<file path="config.mk">
export PLATFORM = sky130hd
export DESIGN_NAME = bus_err_mon
export DESIGN_NICKNAME = d
export VERILOG_FILES = /design/src/rtl/bem_pkg.sv /design/src/rtl/bem_thresh.sv /design/src/rtl/bem_ovf.sv /design/src/rtl/bem_change.sv /design/src/rtl/bus_err_mon.sv
export SDC_FILE = /design/constraint.sdc
export NUM_CORES = 1
export LEC_CHECK = 0
export ABC_AREA = 1
export CORE_AREA = 4 4 41 43
export DETAILED_ROUTE_END_ITERATION = 8
export DIE_AREA = 0 0 45 47
export PLACE_DENSITY = 0.71
export REMOVE_ABC_BUFFERS = 1
export SYNTH_ARGS = -nofsm -noshare
export SYNTH_HDL_FRONTEND = slang
export SYNTH_SLANG_ARGS = --single-unit
</file>
<file path="constraint.sdc">
create_clock -name clk -period 2.48 [get_ports clk]
set_input_delay 0.248 -clock clk [delete_from_list [all_inputs] [get_ports clk]]
set_output_delay 0.248 -clock clk [all_outputs]
set_load 0.02 [all_outputs]
</file>
<file path="src/rtl/bem_pkg.sv">
package bem_pkg;
  // counter-derived fault confinement state
  typedef struct packed {
    logic bus_off;
    logic tx_pas;
    logic rx_pas;
    logic tx_warn;
    logic rx_warn;
  } fault_st_t;

  localparam int FAULT_BITS = $bits(fault_st_t);
endpackage

</file>
<file path="src/rtl/bem_thresh.sv">
module bem_thresh
  import bem_pkg::*;
#(
  parameter int RX_W      = 8,
  parameter int TX_W      = 9,
  parameter int WARN_LIM  = 96,
  parameter int PAS_LIM   = 127,
  parameter int BOFF_LIM  = 255
) (
  input  logic [RX_W-1:0] rx_cnt,
  input  logic [TX_W-1:0] tx_cnt,
  output fault_st_t       st
);
  localparam logic [RX_W-1:0] RX_WARN = RX_W'(WARN_LIM);
  localparam logic [RX_W-1:0] RX_PAS  = RX_W'(PAS_LIM);
  localparam logic [TX_W-1:0] TX_WARN = TX_W'(WARN_LIM);
  localparam logic [TX_W-1:0] TX_PAS  = TX_W'(PAS_LIM);
  localparam logic [TX_W-1:0] TX_BOFF = TX_W'(BOFF_LIM);

  always_comb begin
    st.rx_warn = (rx_cnt >= RX_WARN);
    st.tx_warn = (tx_cnt >= TX_WARN);
    st.rx_pas  = (rx_cnt >  RX_PAS);
    st.tx_pas  = (tx_cnt >  TX_PAS);
    st.bus_off = (tx_cnt >  TX_BOFF);
  end
endmodule

</file>
<file path="src/rtl/bem_ovf.sv">
module bem_ovf #(
  parameter int NBUF = 2
) (
  input  logic            clk,
  input  logic            rst,
  input  logic [NBUF-1:0] evt,
  input  logic [NBUF-1:0] clr,
  output logic [NBUF-1:0] ovf
);
  for (genvar i = 0; i < NBUF; i++) begin : g_buf
    always_ff @(posedge clk) begin
      if (rst)
        ovf[i] <= 1'b0;
      else if (evt[i])
        ovf[i] <= 1'b1;          // a new event beats a clear
      else if (clr[i])
        ovf[i] <= 1'b0;
    end
  end
endmodule

</file>
<file path="src/rtl/bem_change.sv">
module bem_change
  import bem_pkg::*;
#(
  parameter int NBUF = 2
) (
  input  logic            clk,
  input  logic            rst,
  input  fault_st_t       st_d,
  input  logic [NBUF-1:0] ovf_evt,
  output fault_st_t       st_q,
  output logic            irq
);
  always_ff @(posedge clk) begin
    if (rst) begin
      st_q <= '0;
      irq  <= 1'b0;
    end else begin
      st_q <= st_d;
      irq  <= (st_d != st_q) || (|ovf_evt);
    end
  end
endmodule

</file>
<file path="src/rtl/bus_err_mon.sv">
module bus_err_mon
  import bem_pkg::*;
#(
  parameter int RX_W     = 8,
  parameter int TX_W     = 9,
  parameter int NBUF     = 2,
  parameter int WARN_LIM = 96,
  parameter int PAS_LIM  = 127,
  parameter int BOFF_LIM = 255
) (
  input  logic            clk,
  input  logic            rst,
  input  logic [RX_W-1:0] rx_err_cnt,
  input  logic [TX_W-1:0] tx_err_cnt,
  input  logic [NBUF-1:0] rx_ovf_evt,
  input  logic [NBUF-1:0] ovf_clr,
  output logic            rx_warn,
  output logic            tx_warn,
  output logic            any_warn,
  output logic            rx_passive,
  output logic            tx_passive,
  output logic            bus_off,
  output logic [NBUF-1:0] rx_ovf,
  output logic            err_irq
);
  fault_st_t st_d, st_q;

  bem_thresh #(
    .RX_W(RX_W), .TX_W(TX_W),
    .WARN_LIM(WARN_LIM), .PAS_LIM(PAS_LIM), .BOFF_LIM(BOFF_LIM)
  ) u_thresh (
    .rx_cnt(rx_err_cnt),
    .tx_cnt(tx_err_cnt),
    .st    (st_d)
  );

  bem_change #(.NBUF(NBUF)) u_change (
    .clk    (clk),
    .rst    (rst),
    .st_d   (st_d),
    .ovf_evt(rx_ovf_evt),
    .st_q   (st_q),
    .irq    (err_irq)
  );

  bem_ovf #(.NBUF(NBUF)) u_ovf (
    .clk(clk),
    .rst(rst),
    .evt(rx_ovf_evt),
    .clr(ovf_clr),
    .ovf(rx_ovf)
  );

  assign rx_warn    = st_q.rx_warn;
  assign tx_warn    = st_q.tx_warn;
  assign rx_passive = st_q.rx_pas;
  assign tx_passive = st_q.tx_pas;
  assign bus_off    = st_q.bus_off;
  assign any_warn   = st_q.rx_warn | st_q.tx_warn;
endmodule

</file>
# Word-level counts from Yosys, hierarchy flattened
# Index checks and enable logic that the tools add are counted.
[classes]
addsub = 0
mul = 0
div = 0
order_cmp = 5
n_eq_ne = 1
n_shift = 0
n_mux = 4
n_bitwise = 1
n_reduce_logical = 4
[op_table]
columns = ["operator", "count"]
rows = [
  [">= comparator 9 x 7 -> 1 bit, second input constant", 1],
  ["> comparator 9 x 7 -> 1 bit, second input constant", 1],
  ["> comparator 9 x 8 -> 1 bit, second input constant", 1],
  [">= comparator 8 x 7 -> 1 bit, second input constant", 1],
  ["> comparator 8 x 7 -> 1 bit, second input constant", 1],
  ["inequality test 5 bit", 1],
  ["two-way mux 1 bit", 4],
  ["nonzero test 2 bit", 2],
  ["OR reduction 2 bit", 1],
  ["logical OR 1 bit", 1],
  ["OR 1 bit", 1],
]
[totals]
ff_bits = 8
latchBits = 0
mem_bits_rw = 0
rom_bits = 0
wordCells = 23
n_memories = 0

# Longest topological paths before layout
# Gate-level depths: netlist of run 1.
[depth]
word_depth = 3
mapped_depth = 7
depth_no_buf = 7

# Cells and area by module
# Synthesis of run 1 repeated with hierarchy kept, for this count alone.
[unflattened]
cells_unflattened = 59
hier_area_um2 = 361.6
[modules_own_cells]
columns = ["mod", "n_inst", "cells_each", "area_each_um2", "seq_area_each_um2"]
rows = [
  ["bem_change", 1, 37, 241.5, 120.1],
  ["bem_ovf", 1, 10, 72.6, 40.0],
  ["bem_thresh", 1, 9, 36.3, 0.0],
  ["bus_err_mon", 1, 3, 11.3, 0.0],
]

# Worst setup path before layout of run 1
# Ideal clock, no wire load.
[synth_path]
path_type = "register -> register"
start = "register, netlist name u_change.st_q[4]"
end = "register u_change.irq"
setup_time_ns = 0.124
t_arrival_ns = 0.848
setup_slack_ns = 1.508
stages_incl_launch_ff = 8
path_buffers = 0
cell_sequence = "dfxtp_1 -> inv_1 -> nand2_1 -> nand2_1 -> nor2_1 -> nand3_1 -> nor2_1 -> nor2_1"
[synth_between]
elab_chain_cells = 2
[synth_rtl]
columns = ["item", "line", "source"]
rows = [
  ["inequality test 5 bit", "bem_change.sv:19", "irq <= (st_d != st_q) || (|ovf_evt);"],
  ["logical OR 1 bit", "bem_change.sv:19", ""],
  ["to (signal assigned)", "bem_change.sv:19", ""],
  ["to (decl)", "bem_change.sv:11", "output logic irq"],
]
# No other way between the ends.
# A chain may end at the register's enable or synchronous reset.

# Final worst setup path of run 1
[layout_path]
start = "register, netlist name u_change.st_q[1]"
end = "output any_warn"
[layout_between]
elab_chain_cells = 1
[layout_rtl]
columns = ["item", "line", "source"]
rows = [
  ["OR 1 bit", "bus_err_mon.sv:59", "assign any_warn = st_q.rx_warn | st_q.tx_warn;"],
  ["to (decl)", "bus_err_mon.sv:19", "output logic any_warn,"],
]
# No other way between the ends.

==> results of run 1 <==
## state kept, by name, summed over array words and instances, names as in the netlist
signal and count:
u_change.st_q 5, u_ovf.ovf 2, u_change.irq 1
## cell usage after synthesis
| master | n |
|---|---|
| a21oi_1 | 4 |
| clkbuf_1 | 1 |
| dfxtp_1 | 8 |
| inv_1 | 10 |
| nand2_1 | 14 |
| nand2_2 | 1 |
| nand3_1 | 4 |
| nor2_1 | 12 |
| nor2_2 | 1 |
## area by class of cell
| cell class | instances | area (sq um) |
|---|---|---|
| fill | 146 | 702 |
| timing repair buffer | 21 | 210 |
| sequential | 8 | 160 |
| multi-input combinational | 36 | 150 |
| inverter | 10 | 37.5 |
| clock buffer | 3 | 22.5 |
| tap | 15 | 18.8 |
## stage by stage
| stage | total power (W) | cells | area, sq um | hold WS (ns) |
|---|---|---|---|---|
| after floorplan | 0.000176 | 54 | 348 | 0.317 |
| after global placement | 0.000219 | 90 | 577 | 0.468 |
| after detailed placement | 0.000220 | 90 | 577 | 0.492 |
| after CTS | 0.000319 | 93 | 599 | 0.504 |
| after global routing | 0.000332 | 93 | 599 | 0.535 |
| final | 0.000314 | 93 | 599 | 0.490 |
## logic make-up after synthesis
logic type,after synthesis,synth area share (%)
AO/OA/AOI/OAI,4,5.69
buffers and inverters,11,11.7
flip-flops,8,45.6
AND/OR/NAND/NOR,32,37.0
## power groups by stage
stage	logic [W]	registers [W]	clock network [W]
2_1_floorplan	0.0000226	0.000154	0
3_3_place_gp	0.0000756	0.000144	0
3_5_place_dp	0.0000761	0.000144	0
4_1_cts	0.0000765	0.000141	0.000101
5_1_grt	0.0000827	0.000142	0.000107
6_report	0.0000755	0.000141	0.0000973
## path summary, 6_finish.rpt
kind,cells after the start,end,slack [ns],from
worst min-delay path,2,u_ovf.ovf[0],0.49,u_ovf.ovf[0]
worst max register to register,7,u_change.irq,1.58,u_change.st_q[2]
worst max-delay path,3,any_warn,0.92,u_change.st_q[1]
worst min register to register,2,u_ovf.ovf[0],0.49,u_ovf.ovf[0]
## worst register-to-register path: cells and delay by family, from the launching register on
| kind | cells | cell delay, ns |
|---|---|---|
| and+or+nand+nor | 6 | 0.39 |
| DFF | 1 | 0.34 |
| buffers and inverters | 1 | 0.05 |
## layer usage
layer	wire length, um	global-route usage (%)	share of wire (%)	vias up
met3	100	4.60	13	2
met5	0	0	0	-
li1	-	-	-	209
met2	332	12.4	44	15
met4	8	3.51	1.0	0
met1	320	8.01	42	150
==> impl_metrics.env, run 1 <==
export IMPL_post_cts_buffers=0
export IMPL_crit_fanout=3
export IMPL_synth_top_area_share_pct=45.6
export IMPL_clkPwrFrac_pct=31.0
export IMPL_io_pins=32
export IMPL_critPathBufInv=2
export IMPL_core_sq_um=1300
export IMPL_finalCritPeriodShare_pct=62.8
export IMPL_critical_path_top_delay_family="buffers and inverters"
export IMPL_drt_iter0_markers=6
export IMPL_syn_to_final_growth_pct=70.5
export IMPL_hold_violations=0
export IMPL_crit_slowest_cell="clkdlybuf4s50_1"
export IMPL_drive_gt1_share_pct=6.41
export IMPL_ir_worst_vdd_mv=0.289
export IMPL_initial_utilization_pct=27.0
export IMPL_clock_skew_ns=0.00305
export IMPL_root_buffer="clkbuf_4"
export IMPL_fin_tns_setup_ns=0
export IMPL_postCtsResizedCells=0
export IMPL_grt_use_total_pct=7.68
export IMPL_grt_max_degree=9
export IMPL_cts_sinks=8
export IMPL_fin_nets=103
export IMPL_grt_overflow_total=0
export IMPL_drt_total_wl_um=762
export IMPL_crit_arrival_ns=1.31
export IMPL_worst_pin_slew_ns=0.293
export IMPL_grt_pass1_wl_mm=1.17
export IMPL_rsz0062_at_grt="no"
export IMPL_vias=376
export IMPL_power_density_nw_per_um2=524
export IMPL_via_per_inst=4.04
export IMPL_rows=13
export IMPL_grt_pass1_vias=333
export IMPL_layout_setup_ws_ns=0.923
export IMPL_synth_top_cell_by_area="dfxtp_1"
export IMPL_avgRoutedWirePerCell_um=8.19
export IMPL_synth_seq_cells=8
export IMPL_ctsHoldBuffers=0
export IMPL_internal_power_w=0.000233
export IMPL_hold_path_class="reg -> reg"
export IMPL_die_h_um=47
export IMPL_maxSlewViolCount=0
export IMPL_htree_levels=1
export IMPL_drv_cap=0
export IMPL_cp_slowest_stage_delay_ns=0.59
export IMPL_io_buffers=21
export IMPL_postRouteAntennaNets=0
export IMPL_ys_warn_count=0
export IMPL_fmax_mhz=642
export IMPL_setup_viol=0
export IMPL_cts_buffers=3
export IMPL_p_sw_w=0.0000808
export IMPL_syn_area_per_cell_sq_um=6.39
export IMPL_status="complete, no violations"
export IMPL_crit_path_start_kind="flop"
export IMPL_final_common_cell="clkdlybuf4s50_1"
export IMPL_ys_top_cells_by_area="dfxtp_1 (46%), nand2_1 (15%), nor2_1 (13%)"
export IMPL_p_leak_nw=0.284
export IMPL_antenna_found_initial=0
export IMPL_required_ns=2.23
export IMPL_firstDrtPassIters=2
export IMPL_crit_chain="inv_1, nand2_1, clkdlybuf4s50_1"
export IMPL_clock_latency_ns=0.25
export IMPL_p_comb_share_pct=24.0
export IMPL_place_gp_congestion=0.738
export IMPL_period_minus_slack_ns=1.56
export IMPL_clk_pin_slew_ns=0.05
export IMPL_fin_util_pct=46.1
export IMPL_slew_headroom_pct=80.4
export IMPL_pre_cts_ws_ns=1.08
export IMPL_die_w_um=45
export IMPL_synth_distinct_cells=9
export IMPL_p_sw_share_pct=25.7
export IMPL_seqPwrFrac_pct=45.0
export IMPL_end_kind="output port"
export IMPL_clock_path_buffers=2
export IMPL_ys_seq_area_share_pct=45.6
export IMPL_setup_worst_path_class="reg -> out"
export IMPL_drcViolationCount=0
export IMPL_n_antenna_cell=0
export IMPL_syn_area_sq_um=352
export IMPL_dieArea_sq_um=2120
export IMPL_netlist_instances=55
export IMPL_mostFrequentLayoutCells="clkdlybuf4s50_1 (21), nand2_1 (14), nor2_1 (12)"
export IMPL_dp_hpwl_um=616
export IMPL_cts_tree="done"
Note: power is estimated with default switching activity, not from simulation.
==> run 2: changes to the inputs <==
CORE_AREA = unset   (was 4 4 41 43)
CORE_MARGIN = 4   (was unset)
CORE_UTILIZATION = 26   (was unset)
DIE_AREA = unset   (was 0 0 45 47)
PLACE_DENSITY = 0.72   (was 0.71)
clock period = 1.3 ns   (was 2.48 ns; I/O delays follow)
==> impl_metrics.env, run 2 (same netlist as run 1, synthesis figures left out) <==
export IMPL_status="complete, no violations"
export IMPL_drcViolationCount=0
export IMPL_firstDrtPassIters=4
export IMPL_mostFrequentLayoutCells="nand2_1 (14), nor2_1 (12), clkdlybuf4s50_1 (12)"
export IMPL_p_leak_nw=0.318
export IMPL_core_sq_um=1190
export IMPL_crit_path_start_kind="flop"
export IMPL_vias=389
export IMPL_root_buffer="clkbuf_4"
export IMPL_period_minus_slack_ns=1.19
export IMPL_fmax_mhz=842
export IMPL_syn_to_final_growth_pct=70.1
export IMPL_die_h_um=44.8
export IMPL_ctsHoldBuffers=0
export IMPL_maxSlewViolCount=0
export IMPL_post_dp_cell_area_sq_um=583
export IMPL_crit_chain="inv_1, nand2_1, dlygate4sd2_1"
export IMPL_setup_worst_path_class="reg -> out"
export IMPL_clock_path_buffers=2
export IMPL_dieArea_sq_um=2000
export IMPL_io_buffers=21
export IMPL_cts_sinks=8
export IMPL_via_per_inst=4.18
export IMPL_largest_reg_flops=5
export IMPL_drt_iter0_markers=8
export IMPL_grt_pass1_wl_mm=1.46
export IMPL_final_cell_area_sq_um=598
export IMPL_grt_overflow_total=0
export IMPL_rows=12
export IMPL_grt_use_total_pct=10.7
export IMPL_grt_max_degree=9
export IMPL_required_ns=1.17
export IMPL_initial_utilization_pct=29.6
export IMPL_grt_pass1_vias=380
export IMPL_clk_pin_slew_ns=0.06
export IMPL_slew_headroom_pct=81.1
export IMPL_htree_levels=1
export IMPL_drt_total_wl_um=878
export IMPL_cts_buffers=3
export IMPL_power_density_nw_per_um2=1000
export IMPL_worst_pin_slew_ns=0.282
export IMPL_ir_worst_vdd_mv=0.569
export IMPL_fin_tns_setup_ns=0
export IMPL_fin_nets=104
export IMPL_setup_viol=0
export IMPL_antenna_found_initial=0
export IMPL_n_fill_cell=121
export IMPL_post_cts_buffers=0
export IMPL_dp_hpwl_um=693
export IMPL_final_common_cell="nand2_1"
export IMPL_postRouteAntennaNets=0
export IMPL_n_antenna_cell=0
export IMPL_io_pins=32
export IMPL_place_gp_congestion=0.699
export IMPL_crit_arrival_ns=1.06
export IMPL_cp_slowest_stage_delay_ns=0.35
export IMPL_hold_violations=0
export IMPL_end_kind="output port"
export IMPL_drv_cap=0
export IMPL_avgRoutedWirePerCell_um=9.44
export IMPL_finalCritPeriodShare_pct=91.3
export IMPL_clock_skew_ns=0.00980
export IMPL_crit_fanout=3
export IMPL_rsz0062_at_grt="no"
export IMPL_hold_path_class="in -> reg"
export IMPL_die_w_um=44.8
export IMPL_largest_register="u_change.st_q"
export IMPL_cts_tree="done"
export IMPL_clock_latency_ns=0.26
export IMPL_drive_gt1_share_pct=7.59
export IMPL_reg_top3="u_change.st_q (5), u_ovf.ovf (2), u_change.irq (1)"
export IMPL_crit_slowest_cell="dfxtp_1"
-- run 2: stage by stage --
step / power [W] / utilization, % / setup slack, ns / hold WS, ns / instances
floorplan: 0.000336 / - / 0.341 / 0.199 / 54
global placement: 0.000421 / 49.2 / 0.0495 / 0.468 / 90
detailed placement: 0.000423 / 49.2 / 0.0500 / 0.481 / 90
CTS: 0.000609 / 50.2 / 0.00101 / 0.466 / 93
global route: 0.000636 / 50.4 / 0.0469 / 0.501 / 93
finish: 0.000601 / 50.4 / 0.113 / 0.462 / 93
-- run 2: where the power goes --
group | internal [W] | switching (W) | leakage (nW)
sequential | 0.000261 | 0.00000776 | 0.0670
clock | 0.000106 | 0.0000904 | 0.0138
combinational | 0.0000682 | 0.0000675 | 0.237
total | 0.000435 | 0.000166 | 0.318
-- run 2: layout make-up --
type                       count  area (sq um)  area share [%]
tap                           14          17.5            2.93
sequential                     8           160            26.8
timing repair buffer          22           210            35.1
clock buffer                   3          22.5            3.77
inverter                      10          37.5            6.28
multi-input combinational     36           150            25.1
-- run 2: worst paths after layout --
path | to | start | cells after the start | slack [ns]
hold reg to reg | u_ovf.ovf[0] | u_ovf.ovf[0] | 2 | 0.49
setup reg to reg | u_change.irq | u_change.st_q[2] | 7 | 0.37
hold / removal | u_ovf.ovf[0] | ovf_clr[0] | 4 | 0.46
setup / recovery | any_warn | u_change.st_q[1] | 3 | 0.11
-- run 2: what timing repair did --
| item | CTS | global route |
|---|---|---|
| setup endpoints to repair | 8 | 1 |
| gates resized for setup | 8 | 1 |
| pin swaps | 0 | 0 |
-- run 2: worst max-delay path, delay by kind of cell, from the launching register on --
kind	cells	cell delay, ns
flip-flops	1	0.35
AND/OR/NAND/NOR	1	0.06
buffers and inverters	2	0.39
-- run 2: per-layer routing --
metal | up-vias | GRT usage [%] | routed length, um
met5 | - | 0 | 0
met2 | 12 | 16.0 | 397
met4 | 0 | 14.0 | 53
met1 | 162 | 11.6 | 383
met3 | 4 | 1.20 | 44
li1 | 211 | - | -
